<file path="config.mk">
export PLATFORM = sky130hd
export DESIGN_NAME = cfgl_loader
export DESIGN_NICKNAME = d
export VERILOG_FILES = /design/src/rtl/cfgl_pkg.sv /design/src/rtl/cfgl_hdr.sv /design/src/rtl/cfgl_frame.sv /design/src/rtl/cfgl_track.sv /design/src/rtl/cfgl_loader.sv
export SDC_FILE = /design/constraint.sdc
export NUM_CORES = 1
export LEC_CHECK = 0
export BUFFER_PORTS_ARGS = -buffer_cell sky130_fd_sc_hd__buf_2
export CORE_MARGIN = 2
export CORE_UTILIZATION = 35
export CTS_CLUSTER_DIAMETER = 30
export DETAILED_ROUTE_END_ITERATION = 12
export GPL_TIMING_DRIVEN = 0
export MAX_ROUTING_LAYER = met4
export SLEW_MARGIN = 5
export SYNTH_ARGS = -nofsm -noshare
export SYNTH_HDL_FRONTEND = slang
export SYNTH_SLANG_ARGS = --single-unit
</file>
<file path="constraint.sdc">
create_clock -name clk -period 3.3 [get_ports clk]
set_input_delay 0.33 -clock clk [delete_from_list [all_inputs] [get_ports clk]]
set_output_delay 0.33 -clock clk [all_outputs]
set_load 0.05 [all_outputs]
</file>
<file path="src/rtl/cfgl_pkg.sv">
package cfgl_pkg;
   typedef enum logic [2:0] {
      PH_HUNT  = 3'd0,
      PH_LEN   = 3'd1,
      PH_FRAME = 3'd2,
      PH_PASS  = 3'd3,
      PH_HALT  = 3'd4
   } phase_t;
endpackage

</file>
<file path="src/rtl/cfgl_hdr.sv">
module cfgl_hdr #(
   parameter int             LEN_W    = 24,
   parameter int             PRE_W    = 4,
   parameter logic [PRE_W-1:0] PREAMBLE = 4'b0010
) (
   input  logic             clk,
   input  logic             rst_n,
   input  logic             din,
   input  logic             hunt,
   input  logic             len_en,
   output logic             pre_hit,
   output logic             len_last,
   output logic [LEN_W-1:0] len_q
);
   localparam int CNT_W = $clog2(LEN_W);
   localparam logic [CNT_W-1:0] CNT_LAST = CNT_W'(LEN_W - 1);

   logic [PRE_W-2:0] hist_q;
   logic [PRE_W-1:0] window;
   logic [CNT_W-1:0] lcnt_q;

   // newest bit sits in the LSB, so the window reads oldest-first from MSB
   assign window   = {hist_q, din};
   assign pre_hit  = hunt && (window == PREAMBLE);
   assign len_last = len_en && (lcnt_q == CNT_LAST);

   always_ff @(posedge clk or negedge rst_n) begin
      if (!rst_n) begin
         hist_q <= '1;
         lcnt_q <= '0;
         len_q  <= '0;
      end else begin
         if (hunt) hist_q <= window[PRE_W-2:0];
         if (pre_hit) lcnt_q <= '0;
         else if (len_en) lcnt_q <= lcnt_q + 1'b1;
         if (len_en) len_q <= {len_q[LEN_W-2:0], din};
      end
   end

   AST_LEN_HOLD: assert property (@(posedge clk) disable iff (!rst_n)
      !len_en |=> $stable(len_q));
endmodule

</file>
<file path="src/rtl/cfgl_frame.sv">
module cfgl_frame #(
   parameter int FRAME_BITS = 64,
   parameter int NUM_FRAMES = 16,
   parameter int RATE_POS   = 2
) (
   input  logic clk,
   input  logic rst_n,
   input  logic din,
   input  logic en,
   output logic err,
   output logic last_ok,
   output logic rate_q
);
   localparam int POS_W = $clog2(FRAME_BITS + 3);
   localparam int IDX_W = $clog2(NUM_FRAMES + 1);
   localparam logic [POS_W-1:0] POS_DATA_END = POS_W'(FRAME_BITS);
   localparam logic [POS_W-1:0] POS_END      = POS_W'(FRAME_BITS + 2);
   localparam logic [POS_W-1:0] POS_RATE     = POS_W'(RATE_POS + 1);
   localparam logic [IDX_W-1:0] IDX_LAST     = IDX_W'(NUM_FRAMES - 1);

   logic [POS_W-1:0] pos_q;
   logic [IDX_W-1:0] idx_q;

   // position 0 is the start bit, 1..FRAME_BITS data, then two error bits
   assign err = en && (((pos_q == '0) && din) ||
                       ((pos_q > POS_DATA_END) && !din));
   assign last_ok = en && !err && (pos_q == POS_END) && (idx_q == IDX_LAST);

   always_ff @(posedge clk or negedge rst_n) begin
      if (!rst_n) begin
         pos_q  <= '0;
         idx_q  <= '0;
         rate_q <= 1'b0;
      end else if (en) begin
         if (pos_q == POS_END) begin
            pos_q <= '0;
            idx_q <= idx_q + 1'b1;
         end else begin
            pos_q <= pos_q + 1'b1;
         end
         if ((idx_q == '0) && (pos_q == POS_RATE)) rate_q <= din;
      end
   end

   AST_RATE_FROZEN: assert property (@(posedge clk) disable iff (!rst_n)
      (idx_q != '0) |=> $stable(rate_q));
endmodule

</file>
<file path="src/rtl/cfgl_track.sv">
module cfgl_track #(
   parameter int LEN_W = 24,
   parameter int PRE_W = 4,
   parameter int TAIL  = 4
) (
   input  logic             clk,
   input  logic             rst_n,
   input  logic             start,
   input  logic             run,
   input  logic             len_ok,
   input  logic [LEN_W-1:0] len_val,
   output logic             done,
   output logic             finish
);
   localparam int CNT_W  = LEN_W + 1;
   localparam int TAIL_W = $clog2(TAIL + 1);
   localparam logic [TAIL_W-1:0] TAIL_END = TAIL_W'(TAIL);

   logic [CNT_W-1:0]  cnt_q;
   logic [CNT_W-1:0]  cnt_nxt;
   logic [TAIL_W-1:0] tail_q;

   assign cnt_nxt = cnt_q + 1'b1;
   assign finish  = (tail_q == TAIL_END);

   always_ff @(posedge clk or negedge rst_n) begin
      if (!rst_n) begin
         cnt_q  <= '0;
         done   <= 1'b0;
         tail_q <= '0;
      end else begin
         if (start) cnt_q <= CNT_W'(PRE_W);
         else if (run) cnt_q <= cnt_nxt;
         if (run && len_ok && !done && (cnt_nxt == {1'b0, len_val})) done <= 1'b1;
         if (done && (tail_q != TAIL_END)) tail_q <= tail_q + 1'b1;
      end
   end

   AST_DONE_HELD: assert property (@(posedge clk) disable iff (!rst_n)
      done |=> done);
   AST_FINISH_LATE: assert property (@(posedge clk) disable iff (!rst_n)
      finish |-> done);
endmodule

</file>
<file path="src/rtl/cfgl_loader.sv">
module cfgl_loader
   import cfgl_pkg::*;
#(
   parameter int               LEN_W      = 24,
   parameter int               PRE_W      = 4,
   parameter logic [PRE_W-1:0] PREAMBLE   = 4'b0010,
   parameter int               FRAME_BITS = 64,
   parameter int               NUM_FRAMES = 16,
   parameter int               RATE_POS   = 2
) (
   input  logic             clk,
   input  logic             rst_n,
   input  logic             cfg_din,
   output logic             chain_dout,
   output logic             init_low,
   output logic             fast_sel,
   output logic [LEN_W-1:0] len_count,
   output logic             done_load,
   output logic             finish
);
   localparam int TAIL_CLKS = 4;

   if (LEN_W < 2) begin : g_bad_len
      $error("LEN_W must be at least 2");
   end
   if (PRE_W < 2) begin : g_bad_pre
      $error("PRE_W must be at least 2");
   end
   if (PREAMBLE == {PRE_W{1'b1}}) begin : g_bad_pattern
      $error("PREAMBLE must not be all ones, ones are idle");
   end
   if (FRAME_BITS < 1 || NUM_FRAMES < 1) begin : g_bad_frame
      $error("FRAME_BITS and NUM_FRAMES must be positive");
   end
   if (RATE_POS < 0 || RATE_POS >= FRAME_BITS) begin : g_bad_rate
      $error("RATE_POS must index a data bit of the frame");
   end

   phase_t phase_q, phase_d;
   logic   pre_hit, len_last, frm_err, frm_last;
   logic   in_hunt, in_len, in_frame, masking, counting, len_known;

   assign in_hunt   = (phase_q == PH_HUNT);
   assign in_len    = (phase_q == PH_LEN);
   assign in_frame  = (phase_q == PH_FRAME);
   assign masking   = in_frame || (phase_q == PH_HALT);
   assign len_known = in_frame || (phase_q == PH_PASS);
   assign counting  = in_len || len_known;

   cfgl_hdr #(.LEN_W(LEN_W), .PRE_W(PRE_W), .PREAMBLE(PREAMBLE)) u_hdr (
      .clk(clk), .rst_n(rst_n), .din(cfg_din), .hunt(in_hunt), .len_en(in_len),
      .pre_hit(pre_hit), .len_last(len_last), .len_q(len_count));

   cfgl_frame #(.FRAME_BITS(FRAME_BITS), .NUM_FRAMES(NUM_FRAMES), .RATE_POS(RATE_POS)) u_frame (
      .clk(clk), .rst_n(rst_n), .din(cfg_din), .en(in_frame),
      .err(frm_err), .last_ok(frm_last), .rate_q(fast_sel));

   cfgl_track #(.LEN_W(LEN_W), .PRE_W(PRE_W), .TAIL(TAIL_CLKS)) u_track (
      .clk(clk), .rst_n(rst_n), .start(pre_hit), .run(counting), .len_ok(len_known),
      .len_val(len_count), .done(done_load), .finish(finish));

   always_comb begin
      phase_d = phase_q;
      unique case (phase_q)
         PH_HUNT:  if (pre_hit) phase_d = PH_LEN;
         PH_LEN:   if (len_last) phase_d = PH_FRAME;
         PH_FRAME: begin
            if (frm_err) phase_d = PH_HALT;
            else if (frm_last) phase_d = PH_PASS;
         end
         PH_PASS:  phase_d = PH_PASS;
         PH_HALT:  phase_d = PH_HALT;
         default:  phase_d = PH_HALT;
      endcase
   end

   always_ff @(posedge clk or negedge rst_n) begin
      if (!rst_n) begin
         phase_q    <= PH_HUNT;
         chain_dout <= 1'b1;
         init_low   <= 1'b0;
      end else begin
         phase_q    <= phase_d;
         chain_dout <= masking ? 1'b1 : cfg_din;
         init_low   <= init_low || (in_frame && frm_err);
      end
   end

   AST_FRAME_HIGH: assert property (@(posedge clk) disable iff (!rst_n)
      in_frame |=> chain_dout);
   AST_PASS_FOLLOW: assert property (@(posedge clk) disable iff (!rst_n)
      (phase_q == PH_PASS) |=> (chain_dout == $past(cfg_din)));
   AST_HALT_LOCK: assert property (@(posedge clk) disable iff (!rst_n)
      init_low |=> (init_low && chain_dout));
   AST_HALT_RATE: assert property (@(posedge clk) disable iff (!rst_n)
      init_low |=> $stable(fast_sel));
endmodule

</file>
==> results of run 1 <==
-- area by class of cell --
type | instances | area, um2 | share of cell area [%]
Inverter | 13 | 48.8 | 0.963
Multi-Input combinational cell | 324 | 2210 | 43.6
Clock buffer | 12 | 267 | 5.26
Clock inverter | 3 | 65.1 | 1.28
Buffer | 22 | 87.6 | 1.73
Tap cell | 168 | 210 | 4.15
Timing Repair Buffer | 33 | 195 | 3.85
Sequential cell | 79 | 1980 | 39.1
-- worst max-delay path, cell delays in order, from the launching register on --
cell and delay (ps):
dfrtp_1 460, ha_1 330, nand3_1 190, nor4_1 770, nor3b_1 450, xnor2_1 170
nand4_1 80, or4_1 410, o21bai_1 140
-- how the worst max path moves through the flow --
| stage | start | end | slack, ps | cells after the start |
|---|---|---|---|---|
| after floorplan | u_track.cnt_q[4]$_DFFE_PN0P_ | u_track.done$_DFFE_PN0P_ | 810 | 8 |
| after global placement | u_track.cnt_q[0]$_DFFE_PN0P_ | u_track.done$_DFFE_PN0P_ | 330 | 8 |
| after detailed placement | u_track.cnt_q[0]$_DFFE_PN0P_ | u_track.done$_DFFE_PN0P_ | 310 | 8 |
| after CTS | u_track.cnt_q[0]$_DFFE_PN0P_ | u_track.done$_DFFE_PN0P_ | 260 | 8 |
| after global routing | u_track.cnt_q[0]$_DFFE_PN0P_ | u_track.done$_DFFE_PN0P_ | 70 | 8 |
| final | u_track.cnt_q[0]$_DFFE_PN0P_ | u_track.done$_DFFE_PN0P_ | 210 | 8 |
-- logic make-up after synthesis --
family	after synthesis	synth area share (%)
multiplexers	31	7.98
adder cells (fa/ha/maj)	10	2.89
buffers and inverters	35	3.15
AO/OA/AOI/OAI	90	12.5
AND/OR/NAND/NOR	146	18.0
XOR/XNOR	47	9.68
flip-flops	79	45.8
-- state kept, by name, summed over array words and instances, names as in the netlist --
register        cells
u_track.done        1
u_frame.pos_q       7
phase_q             3
u_track.tail_q      3
init_low            1
u_frame.idx_q       5
u_hdr.len_q        24
u_track.cnt_q      25
u_hdr.lcnt_q        5
u_hdr.hist_q        3
u_frame.rate_q      1
chain_dout          1
-- cell usage in the layout (no fill, tap or decap), types with 3 or more instances in the layout --
cell / count
buf_2: 31
nor2_1: 31
o21ai_0: 42
nor3b_1: 3
nand4_1: 13
and3_1: 8
xnor2_1: 26
o31ai_1: 17
nand2_1: 30
a21oi_1: 13
and2_1: 4
dfstp_2: 4
xor2_1: 20
nor3_1: 9
mux2i_1: 3
ha_1: 10
nor2b_1: 4
clkbuf_8: 3
nor4_1: 7
a21o_1: 3
clkbuf_1: 19
a31oi_1: 5
clkbuf_16: 9
nand2b_1: 8
inv_1: 13
nand3_1: 16
mux2_2: 28
dfrtp_1: 75
-- timing repair --
action / 4_1_cts / 5_1_grt
endpoints found under the setup margin: 0 / 0
endpoints found under the hold margin: 30 / 0
hold buffers: 1 / 0
-- through the flow --
step                      instances  util, %
final                           654     42.0
after global placement          637     38.9
after detailed placement        638     39.2
after floorplan                 438        -
after CTS                       654     42.0
after global routing            654     42.0
-- metal layers --
metal / up-vias / wire length, um
li1: 1658 / -
met1: 1648 / 4440
met2: 70 / 4620
met3: 9 / 476
met4: 0 / 152
met5: - / 0
-- report_power, final --
group,internal (W),leakage [nW],total (W),switching (W)
logic,0.000580,1.03,0.00167,0.00109
registers,0.00122,1.04,0.00148,0.000253
clock network,0.000719,0.165,0.00110,0.000384
==> key figures, run 1 <==
Synth
  – Async SR Flop Fraction: 100%
  – Most common cell in the netlist: dfrtp_1
  – Yosys warns: 0
  – Predominant post-synthesis flop cell: dfrtp_1
  – Area contributors post-synth: dfrtp_1, mux2_2, xnor2_1
  – Synth top area share: 43.4%
  – Avg Cell Area, Syn: 9.88 um2
  – Synthesized flop and latch total: 79
  – Syn Std Cell Area: 4330 um2
  – Post-synth EDFFs: 0
  – Area leader, netlist: dfrtp_1
  – Most frequent cells after synthesis: dfrtp_1, o21ai_0, nor2_1
  – Unique masters post-synth: 48
  – Post-Syn Nets: 451
  – Post-Syn Instances: 438
  – Sequential share of the synthesized area: 45.8%

CTS
  – Clock transition at path regs: 60 ps
  – Post-CTS setup buffer count: 0
  – Clock tree buffer depth: 2
  – CTS H-tree lvls: 3
  – Post_cts resized: 0
  – CTS root buf: clkbuf_16
  – Worst skew pair latency: 340 ps
  – CTS tree: done
  – CTS buffer count: 9
  – Clock sinks: 79

STA
  – Fin Clk Skew: 7.07 ps
  – Final hold slack: 316 ps
  – Upper clock frequency limit: 0.324 GHz
  – Final worst slack: 212 ps
  – Min Tclk post-route: 3090 ps
  – Final Hold Vio Count: 0
  – Final clock period utilization by the worst path: 93.6%
  – Max Slew Vio Count: 0
  – Setup_tns: 0 ps
  – RSZ-0062 raised after global routing: no
  – Worst Tran Pin Value: 854 ps
  – Setup violations, final: 0
  – Slew HR: 42.5%

GRT
  – Largest net degree at the start of global routing: 49
  – Antenna violations before repair: 0
  – Met3 Use GR: 3.80%
  – Grt total ovfl: 0
  – Grt met1 use: 20.7%
  – GRT Overall Usage: 16.0%
  – First-pass GRT wire length: 16.1 mm
  – Vias in the first global route: 3,227
  – Met2 GRT Util: 24.9%
  – Gr busiest metal: met2

Place
  – HPWL after detailed placement: 6.87 mm
  – Port bufs: 31
  – Post-Place Setup Slack: 306 ps
  – Placed inst area: 4720 um2
  – Final GP Congestion: 0.843

Cells and area
  – Layout net count: 495
  – Layout cells sized above 1: 18.5%
  – Final instance area: 5070 um2
  – Area delta synth->final: 17.0%
  – Fillers: 1,170
  – Antenna diodes: 0

Floorplanning
  – Top-Level Pins: 32
  – Die Width: 115 um
  – Placeable Area: 12,100 um2
  – DIE HEIGHT: 115 um
  – Die Area: 13,300 um2
  – Initial Util: 35.9%
  – Cell Rows: 40

Hold path
  – Worst hold path startpoint: cfg_din
  – Hold Path Class: in -> reg
  – Worst Hold Depth: 2
  – WHS Endpoint: chain_dout$_DFF_PN1_

Setup path
  – Crit-path max FO: 7
  – Worst Path Required: 3560 ps
  – FF-to-FF setup slack: 210 ps
  – R2R Path End: u_track.done$_DFFE_PN0P_
  – Worst Reg2Reg Path Length in Cells: 8
  – CP Class: reg -> reg
  – RR Startpoint: u_track.cnt_q[0]$_DFFE_PN0P_
  – Crit. End Element: flip-flop
  – Crit path launch type: flip-flop
  – Critical path data arrival time: 3350 ps

Pwr
  – Leak: 2.24 nW
  – Peak supply drop: 0.360 mV
  – Power Density: 839 nW/um2
  – Overall power: 0.00425 W

Drt
  – Final WL: 9.68 mm
  – Initial DRC Count: 223
  – Vias: 3,385
  – Mean routed wirelength per cell: 14.8 um
  – Routed vias/inst: 5.18
  – Antenna-violating nets left: 0
  – Pre-antenna DRT Iters: 4
  – DRC: 0

Run status
  – Status: complete, no violations

Run
  – Max cap viols: 0
Power figures use the tool's default switching activity.
==> inputs of run 2 (changes only) <==
--- a/config.mk
+++ b/config.mk
@@ -7,11 +7,12 @@
 export LEC_CHECK = 0
 export BUFFER_PORTS_ARGS = -buffer_cell sky130_fd_sc_hd__buf_2
 export CORE_MARGIN = 2
-export CORE_UTILIZATION = 35
+export CORE_UTILIZATION = 50
 export CTS_CLUSTER_DIAMETER = 30
 export DETAILED_ROUTE_END_ITERATION = 12
 export GPL_TIMING_DRIVEN = 0
 export MAX_ROUTING_LAYER = met4
+export PLACE_DENSITY = 0.68
 export SLEW_MARGIN = 5
 export SYNTH_ARGS = -nofsm -noshare
 export SYNTH_HDL_FRONTEND = slang
==> key figures, run 2 (synthesized netlist as in run 1, its figures left out) <==
STA
  – Max Slew Vio Count: 0 (unchanged)
  – RSZ-0062 raised after global routing: no
  – Upper clock frequency limit: 0.328 GHz (+1.4%)
  – Final Hold Vio Count: 0 (unchanged)
  – Min Tclk post-route: 3040 ps (-42.7 ps)
  – Setup violations, final: 0 (unchanged)
  – Final worst slack: 255 ps (+42.7 ps)
  – Final clock period utilization by the worst path: 92.3% (-1.3 points)
  – Fin Clk Skew: 10.5 ps (+3.44 ps)
  – Setup_tns: 0 ps (unchanged)
  – Worst Tran Pin Value: 820 ps (-33.8 ps)
  – Slew HR: 44.8% (+2.3 points)

Setup path
  – FF-to-FF setup slack: 260 ps (+40 ps)
  – Worst Reg2Reg Path Length in Cells: 8 (unchanged)
  – Critical path data arrival time: 3330 ps (-20 ps)
  – CP Class: reg -> reg
  – Worst Path Required: 3590 ps (+30 ps)
  – Crit-path max FO: 7 (unchanged)
  – RR Startpoint: u_track.cnt_q[0]$_DFFE_PN0P_
  – Setup crit end: u_track.done$_DFFE_PN0P_
  – Worst setup path startpoint: u_track.cnt_q[0]$_DFFE_PN0P_
  – Crit. End Element: flip-flop
  – Crit path launch type: flip-flop
  – R2R Path End: u_track.done$_DFFE_PN0P_

Floorplanning
  – Initial Util: 52.2% (+16 points)
  – Cell Rows: 33 (-18%)
  – Placeable Area: 8300 um2 (-31%)
  – Die Width: 97.1 um (-16%)
  – DIE HEIGHT: 97.1 um (-16%)
  – Die Area: 9420 um2 (-29%)
  – Top-Level Pins: 32 (unchanged)

Hold path
  – Hold Path Class: in -> reg

CTS
  – CTS buffer count: 9 (unchanged)
  – CTS tree: done
  – CTS root buf: clkbuf_8
  – Clock sinks: 79 (unchanged)
  – Post_cts resized: 0 (unchanged)
  – Post-CTS setup buffer count: 0 (unchanged)
  – Worst skew pair latency: 350 ps (about the same)
  – Post-CTS Hold Buffers: 1 (unchanged)
  – Clock tree buffer depth: 2 (unchanged)
  – Clock transition at path regs: 90 ps (+30 ps)
  – CTS H-tree lvls: 3 (unchanged)

Pwr
  – P_int: 0.00223 W (-12%)
  – Switch share: 43.3% (+2.6 points)
  – Leak: 2.17 nW (-3.1%)
  – Peak supply drop: 0.515 mV (+43%)
  – Sequential share of power: 37.4% (+2.7 points)
  – NetSw: 0.00170 W (-1.6%)
  – Power Density: 807 nW/um2 (-3.8%)
  – Power share of the clock group: 20.0% (-5.9 points)
  – Combinational Power Share: 42.7% (+3.4 points)
  – Overall power: 0.00393 W (-7.6%)

Cells and area
  – Layout net count: 495 (unchanged)
  – Largest register FFs: 25 (unchanged)
  – Top flop regs: u_track.cnt_q x25, u_hdr.len_q x24, u_frame.pos_q x7
  – Most frequent cells in the layout: dfrtp_1, o21ai_0, nor2_1, buf_2, nand2_1
  – Leading cell type in the layout, fill and taps excluded: dfrtp_1
  – Layout cells sized above 1: 18.3% (-0.24 points)
  – Area delta synth->final: 12.5%
  – Most flop-heavy register: u_track.cnt_q
  – Antenna diodes: 0 (unchanged)

Run
  – Max cap viols: 0 (unchanged)

Place
  – Port bufs: 31 (unchanged)
  – Post-Place Setup Slack: 385 ps (+79.7 ps)
  – Final GP Congestion: 0.868 (+3.0%)
  – HPWL after detailed placement: 6.62 mm (-3.6%)

GRT
  – Vias in the first global route: 3,206 (-0.65%)
  – First-pass GRT wire length: 16.0 mm (-0.17%)
  – GRT Overall Usage: 21.7% (+5.7 points)
  – Grt total ovfl: 0 (unchanged)
  – Antenna violations before repair: 0 (unchanged)
  – Largest net degree at the start of global routing: 47 (-4.1%)

Drt
  – Final WL: 9.47 mm (-2.2%)
  – DRC: 0 (unchanged)
  – Antenna-violating nets left: 0 (unchanged)
  – Routed vias/inst: 5.76 (+11%)
  – Pre-antenna DRT Iters: 7 (+3)
  – Vias: 3,412 (+0.80%)
  – Initial DRC Count: 203 (-9.0%)
  – Mean routed wirelength per cell: 16.0 um (+8.1%)

Run status
  – Status: complete, no violations
[run 2: layout make-up]
class	instances	area (um2)
plain buffers	22	87.6
clock inverters	5	82.6
inverters	13	48.8
clock buffers	11	131
well taps	105	131
fillers	726	3430
multi-input cells	324	2210
flip-flops and latches	79	1980
repair buffers	33	195
[run 2: worst max-delay path, cell delays in order, from the launching register on]
cell and delay (ps):
dfrtp_1 470, ha_1 320, nand3_1 210, nor4_1 690, nand4_1 270, xnor2_1 200, nor4_1 470, nand4_1 200
o21bai_1 150
[run 2: per-layer routing]
layer | track usage, % | wire, um | up-vias
li1 | - | - | 1649
met5 | - | 0 | -
met4 | 7.48 | 118 | 0
met2 | 33.8 | 4540 | 74
met3 | 3.24 | 329 | 14
met1 | 29.2 | 4480 | 1675
[run 2: worst min-delay path by stage]
stage / from / endpoint / slack (ps) / cells past startpoint
after global routing: cfg_din / chain_dout$_DFF_PN1_ / 280 / 2
after detailed placement: rst_n / u_hdr.len_q[10]$_DFFE_PN0P_ / 310 / 1
after CTS: cfg_din / chain_dout$_DFF_PN1_ / 260 / 2
after floorplan: rst_n / init_low$_DFF_PN0_ / 30 / 0
final: cfg_din / chain_dout$_DFF_PN1_ / 270 / 2
after global placement: init_low$_DFF_PN0_ / init_low$_DFF_PN0_ / 450 / 1
[run 2: through the flow]
stage                     cell area (um2)  cells  util, %  hold WS, ps
after floorplan                      4330    438        -         34.4
after global placement               4620    574     55.6          449
after detailed placement             4650    575     56.0          313
after CTS                            4870    592     58.7          259
after global routing                 4870    592     58.7          277
final                                4870    592     58.7          270
[run 2: power groups by stage]
stage,combinational [W],clock [W],sequential [W]
after global routing,0.00182,0.000855,0.00151
after CTS,0.00168,0.000803,0.00147
after floorplan,0.000888,0,0.00182
after global placement,0.00165,0,0.00147
final,0.00168,0.000784,0.00147
after detailed placement,0.00167,0,0.00148
==> inputs of run 3 (changes only) <==
--- a/config.mk
+++ b/config.mk
@@ -5,6 +5,7 @@
 export SDC_FILE = /design/constraint.sdc
 export NUM_CORES = 1
 export LEC_CHECK = 0
+export ABC_AREA = 1
 export BUFFER_PORTS_ARGS = -buffer_cell sky130_fd_sc_hd__buf_2
 export CORE_MARGIN = 2
 export CORE_UTILIZATION = 50
==> constraint.sdc (replaced) <==
create_clock -name clk -period 3.6 [get_ports clk]
set_input_delay 0.36 -clock clk [delete_from_list [all_inputs] [get_ports clk]]
set_output_delay 0.36 -clock clk [all_outputs]
set_load 0.05 [all_outputs]
==> key figures, run 3 <==
Synth
  – Unique masters post-synth: 31 (-35%)
  – Post-Syn Nets: 643 (+43%)
  – Predominant post-synthesis flop cell: dfrtp_1
  – Mux share of post-synthesis cell area: 0% (-8.0 points)
  – Post-Synth Adder-Cell Area: 2.76% (-0.13 points)
  – Post-synth EDFFs: 0 (unchanged)
  – Area leader, netlist: dfrtp_1
  – Yosys warns: 0 (unchanged)
  – Post-Synth XOR/XNOR Area: 1.35% (-8.3 points)
  – Area contributors post-synth: dfrtp_1, nand2_1, inv_1
  – Avg Cell Area, Syn: 7.19 um2 (-27%)
  – Sequential share of the synthesized area: 43.7% (-2.0 points)
  – Most common cell in the netlist: nand2_1
  – Synthesized flop and latch total: 79 (unchanged)
  – Synth top area share: 41.4% (-1.9 points)
  – Post-Syn Instances: 630 (+44%)
  – Simple-Gate Fraction of Synth Area: 32.9% (+15 points)
  – Largest family of logic cells by synthesized area: simple AND/OR/NAND/NOR gates
  – Syn Std Cell Area: 4530 um2 (+4.7%)
  – Synth Area in Compound Gates: 9.88% (-2.6 points)
  – Async SR Flop Fraction: 100% (unchanged)
  – Most frequent cells after synthesis: nand2_1, inv_1, dfrtp_1

Cells and area
  – Antenna diodes: 0 (unchanged)
  – Register area: 1980 um2 (unchanged)
  – Area delta synth->final: 11.6%
  – Largest register FFs: 25 (unchanged)
  – Most flop-heavy register: u_track.cnt_q
  – Top flop regs: u_track.cnt_q x25, u_hdr.len_q x24, u_frame.pos_q x7
  – Layout cells sized above 1: 11.3% (-6.9 points)
  – Most frequent cells in the layout: nand2_1, inv_1, dfrtp_1
  – Layout net count: 687 (+39%)
  – Leading cell type in the layout, fill and taps excluded: nand2_1
  – Fillers: 837 (+15%)
  – Non-filler cells, final: 787 (+33%)
  – Multi-input logic area: 2130 um2 (-3.8%)

STA
  – Worst Tran Pin Value: 624 ps (-197 ps)
  – Slew HR: 58.2% (+13 points)
  – RSZ-0062 raised after global routing: no
  – Fin Clk Skew: 16.4 ps (+5.84 ps)
  – Upper clock frequency limit: 0.461 GHz (+40%)
  – Max Slew Vio Count: 0 (unchanged)
  – Min Tclk post-route: 2170 ps (-876 ps)
  – Final Hold Vio Count: 0 (unchanged)
  – Final clock period utilization by the worst path: 60.2% (-32 points)
  – Setup_tns: 0 ps (unchanged)
  – Setup violations, final: 0 (unchanged)

GRT
  – First-pass GRT wire length: 18.9 mm (+18%)
  – Grt total ovfl: 0 (unchanged)
  – Antenna violations before repair: 0 (unchanged)
  – Largest net degree at the start of global routing: 45 (-4.3%)
  – Vias in the first global route: 4,133 (+29%)
  – GRT Overall Usage: 24.4% (+2.8 points)

CTS
  – CTS root buf: clkbuf_8
  – CTS buffer count: 9 (unchanged)
  – Worst skew pair latency: 350 ps (about the same)
  – CTS tree: done
  – Post-CTS setup buffer count: 0 (unchanged)
  – CTS H-tree lvls: 3 (unchanged)
  – Clock sinks: 79 (unchanged)
  – Clock tree buffer depth: 2 (unchanged)
  – Clock transition at path regs: 90 ps (about the same)

Place
  – Final GP Congestion: 0.964 (+11%)
  – DP Cell Count: 770 (+34%)
  – HPWL after detailed placement: 8.33 mm (+26%)
  – Port bufs: 31 (unchanged)

Pwr
  – Peak supply drop: 0.188 mV (-64%)
  – Leak: 2.86 nW (+32%)
  – Power Density: 315 nW/um2 (-61%)

Drt
  – Met3 wire len: 334 um (+1.5%)
  – Routed vias/inst: 5.28 (-8.3%)
  – Pre-antenna DRT Iters: 5 (-2)
  – DRC: 0 (unchanged)
  – Wire length on met1: 4.96 mm (+11%)
  – Final WL: 10.9 mm (+15%)
  – Vias: 4,158 (+22%)
  – Mean routed wirelength per cell: 13.8 um (-14%)
  – Initial DRC Count: 169 (-17%)
  – Antenna-violating nets left: 0 (unchanged)
  – Met2 wire length: 5.34 mm (+18%)
  – Max Used Layer: met4

Setup path
  – Crit-path slowest cell: dfrtp_1
  – CP Class: reg -> reg
  – Critical Path, Cell by Cell: ha_1 > nand3_1 > nor2_1 > nand2_1 > nand3_1 > nand2_1 > nor2_1 > nand2_1 > nor2_1 > nand2_1 > nor2_1 > nand2_1 > nand2_1
  – Worst setup path startpoint: u_track.cnt_q[0]$_DFFE_PN0P_
  – RR Startpoint: u_track.cnt_q[0]$_DFFE_PN0P_
  – FF-to-FF setup slack: 1430 ps (+1180 ps)
  – Critical path data arrival time: 2470 ps (-860 ps)
  – Slowest stage delay, CP: 450 ps (-240 ps)
  – Worst Path Required: 3900 ps (+310 ps)
  – Crit path launch type: flip-flop
  – Crit path top cell by count: nand2_1
  – Crit-path max FO: 6 (-1)
  – Crit. End Element: flip-flop

Floorplanning
  – Die Width: 99.2 um (+2.2%)
  – Die Area: 9840 um2 (+4.5%)
  – Cell Rows: 34 (+3.0%)
  – DIE HEIGHT: 99.2 um (+2.2%)
  – Top-Level Pins: 32 (unchanged)
  – Initial Util: 51.7% (-0.45 points)
  – Placeable Area: 8760 um2 (+5.6%)

Hold path
  – Hold Path Class: in -> reg
  – Worst hold path startpoint: cfg_din

Run
  – Max cap viols: 0 (unchanged)

Run status
  – Status: complete, no violations
==> run 3: cell count changes after synthesis, sizes merged, moves of 8 or more <==
cell | before | now
nand2 | 30 | 194
inv | 13 | 102
nand3 | 16 | 64
xor2 | 20 | 2
xnor2 | 27 | 5
nand2b | 8 | 0
mux2 | 28 | 0
clkbuf | 19 | 6
o22ai | 1 | 17
o31ai | 17 | 0
nor2 | 31 | 68
==> run 3: worst paths after layout <==
path	endpoint	cells after the start
worst max-delay path	u_track.done$_DFFE_PN0P_	13
worst min-delay path	u_hdr.hist_q[0]$_DFFE_PN1P_	3
worst max register to register	u_track.done$_DFFE_PN0P_	13
worst min register to register	u_hdr.hist_q[2]$_DFFE_PN1P_	2
max in group asynchronous	u_track.cnt_q[17]$_DFFE_PN0P_	3
min in group asynchronous	u_track.cnt_q[8]$_DFFE_PN0P_	2
==> run 3: metrics by stage <==
| step | hold slack (ps) | utilization [%] | area (um2) | power, W | setup slack (ps) |
|---|---|---|---|---|---|
| finish | 265 | 57.7 | 5060 | 0.00159 | 1430 |
| global route | 302 | 57.7 | 5060 | 0.00164 | 1170 |
| CTS | 259 | 57.7 | 5060 | 0.00161 | 1440 |
| detailed placement | 359 | 55.4 | 4850 | 0.000935 | 1460 |
| global placement | 445 | 55.0 | 4820 | 0.000930 | 1480 |
| floorplan | 64.4 | - | 4530 | 0.000910 | 1890 |
==> run 3: per-layer routing <==
layer / track usage (%) / vias up
li1: - / 2096
met1: 30.6 / 1965
met2: 40.3 / 77
met3: 3.94 / 20
met4: 8.75 / 0
met5: - / -
==> run 3: where the power goes <==
group / leakage (nW) / switching (W) / internal [W]
logic: 1.83 / 0.0000207 / 0.00000655
clock network: 0.0985 / 0.000347 / 0.000329
registers: 0.934 / 0.000000941 / 0.000888
==> run 3: repair_timing <==
item	in CTS	in global routing
hold buffers	1	0
hold endpoints to repair	31	0
setup endpoints to repair	0	0
resized for setup	0	0
==> run 3: layout make-up <==
type	count	share of cell area, %
multi-input cells	440	42.0
flip-flops and latches	79	39.2
inverters	103	7.64
repair buffers	33	3.86
well taps	108	2.67
clock buffers	11	2.60
clock inverters	5	1.29
plain buffers	8	0.742
==> run 3: cells by family after synthesis <==
kind of cell	after synthesis
compound gates	80
xor+xnor	7
fa+ha+maj	10
buf+inv	111
flops	79
simple gates	343
==> run 3: worst max-delay path: cells and delay by family (launching register included) <==
kind                     cells  cell delay [ps]
adder cells (fa/ha/maj)      1              240
AND/OR/NAND/NOR             12             1420
flip-flops                   1              450
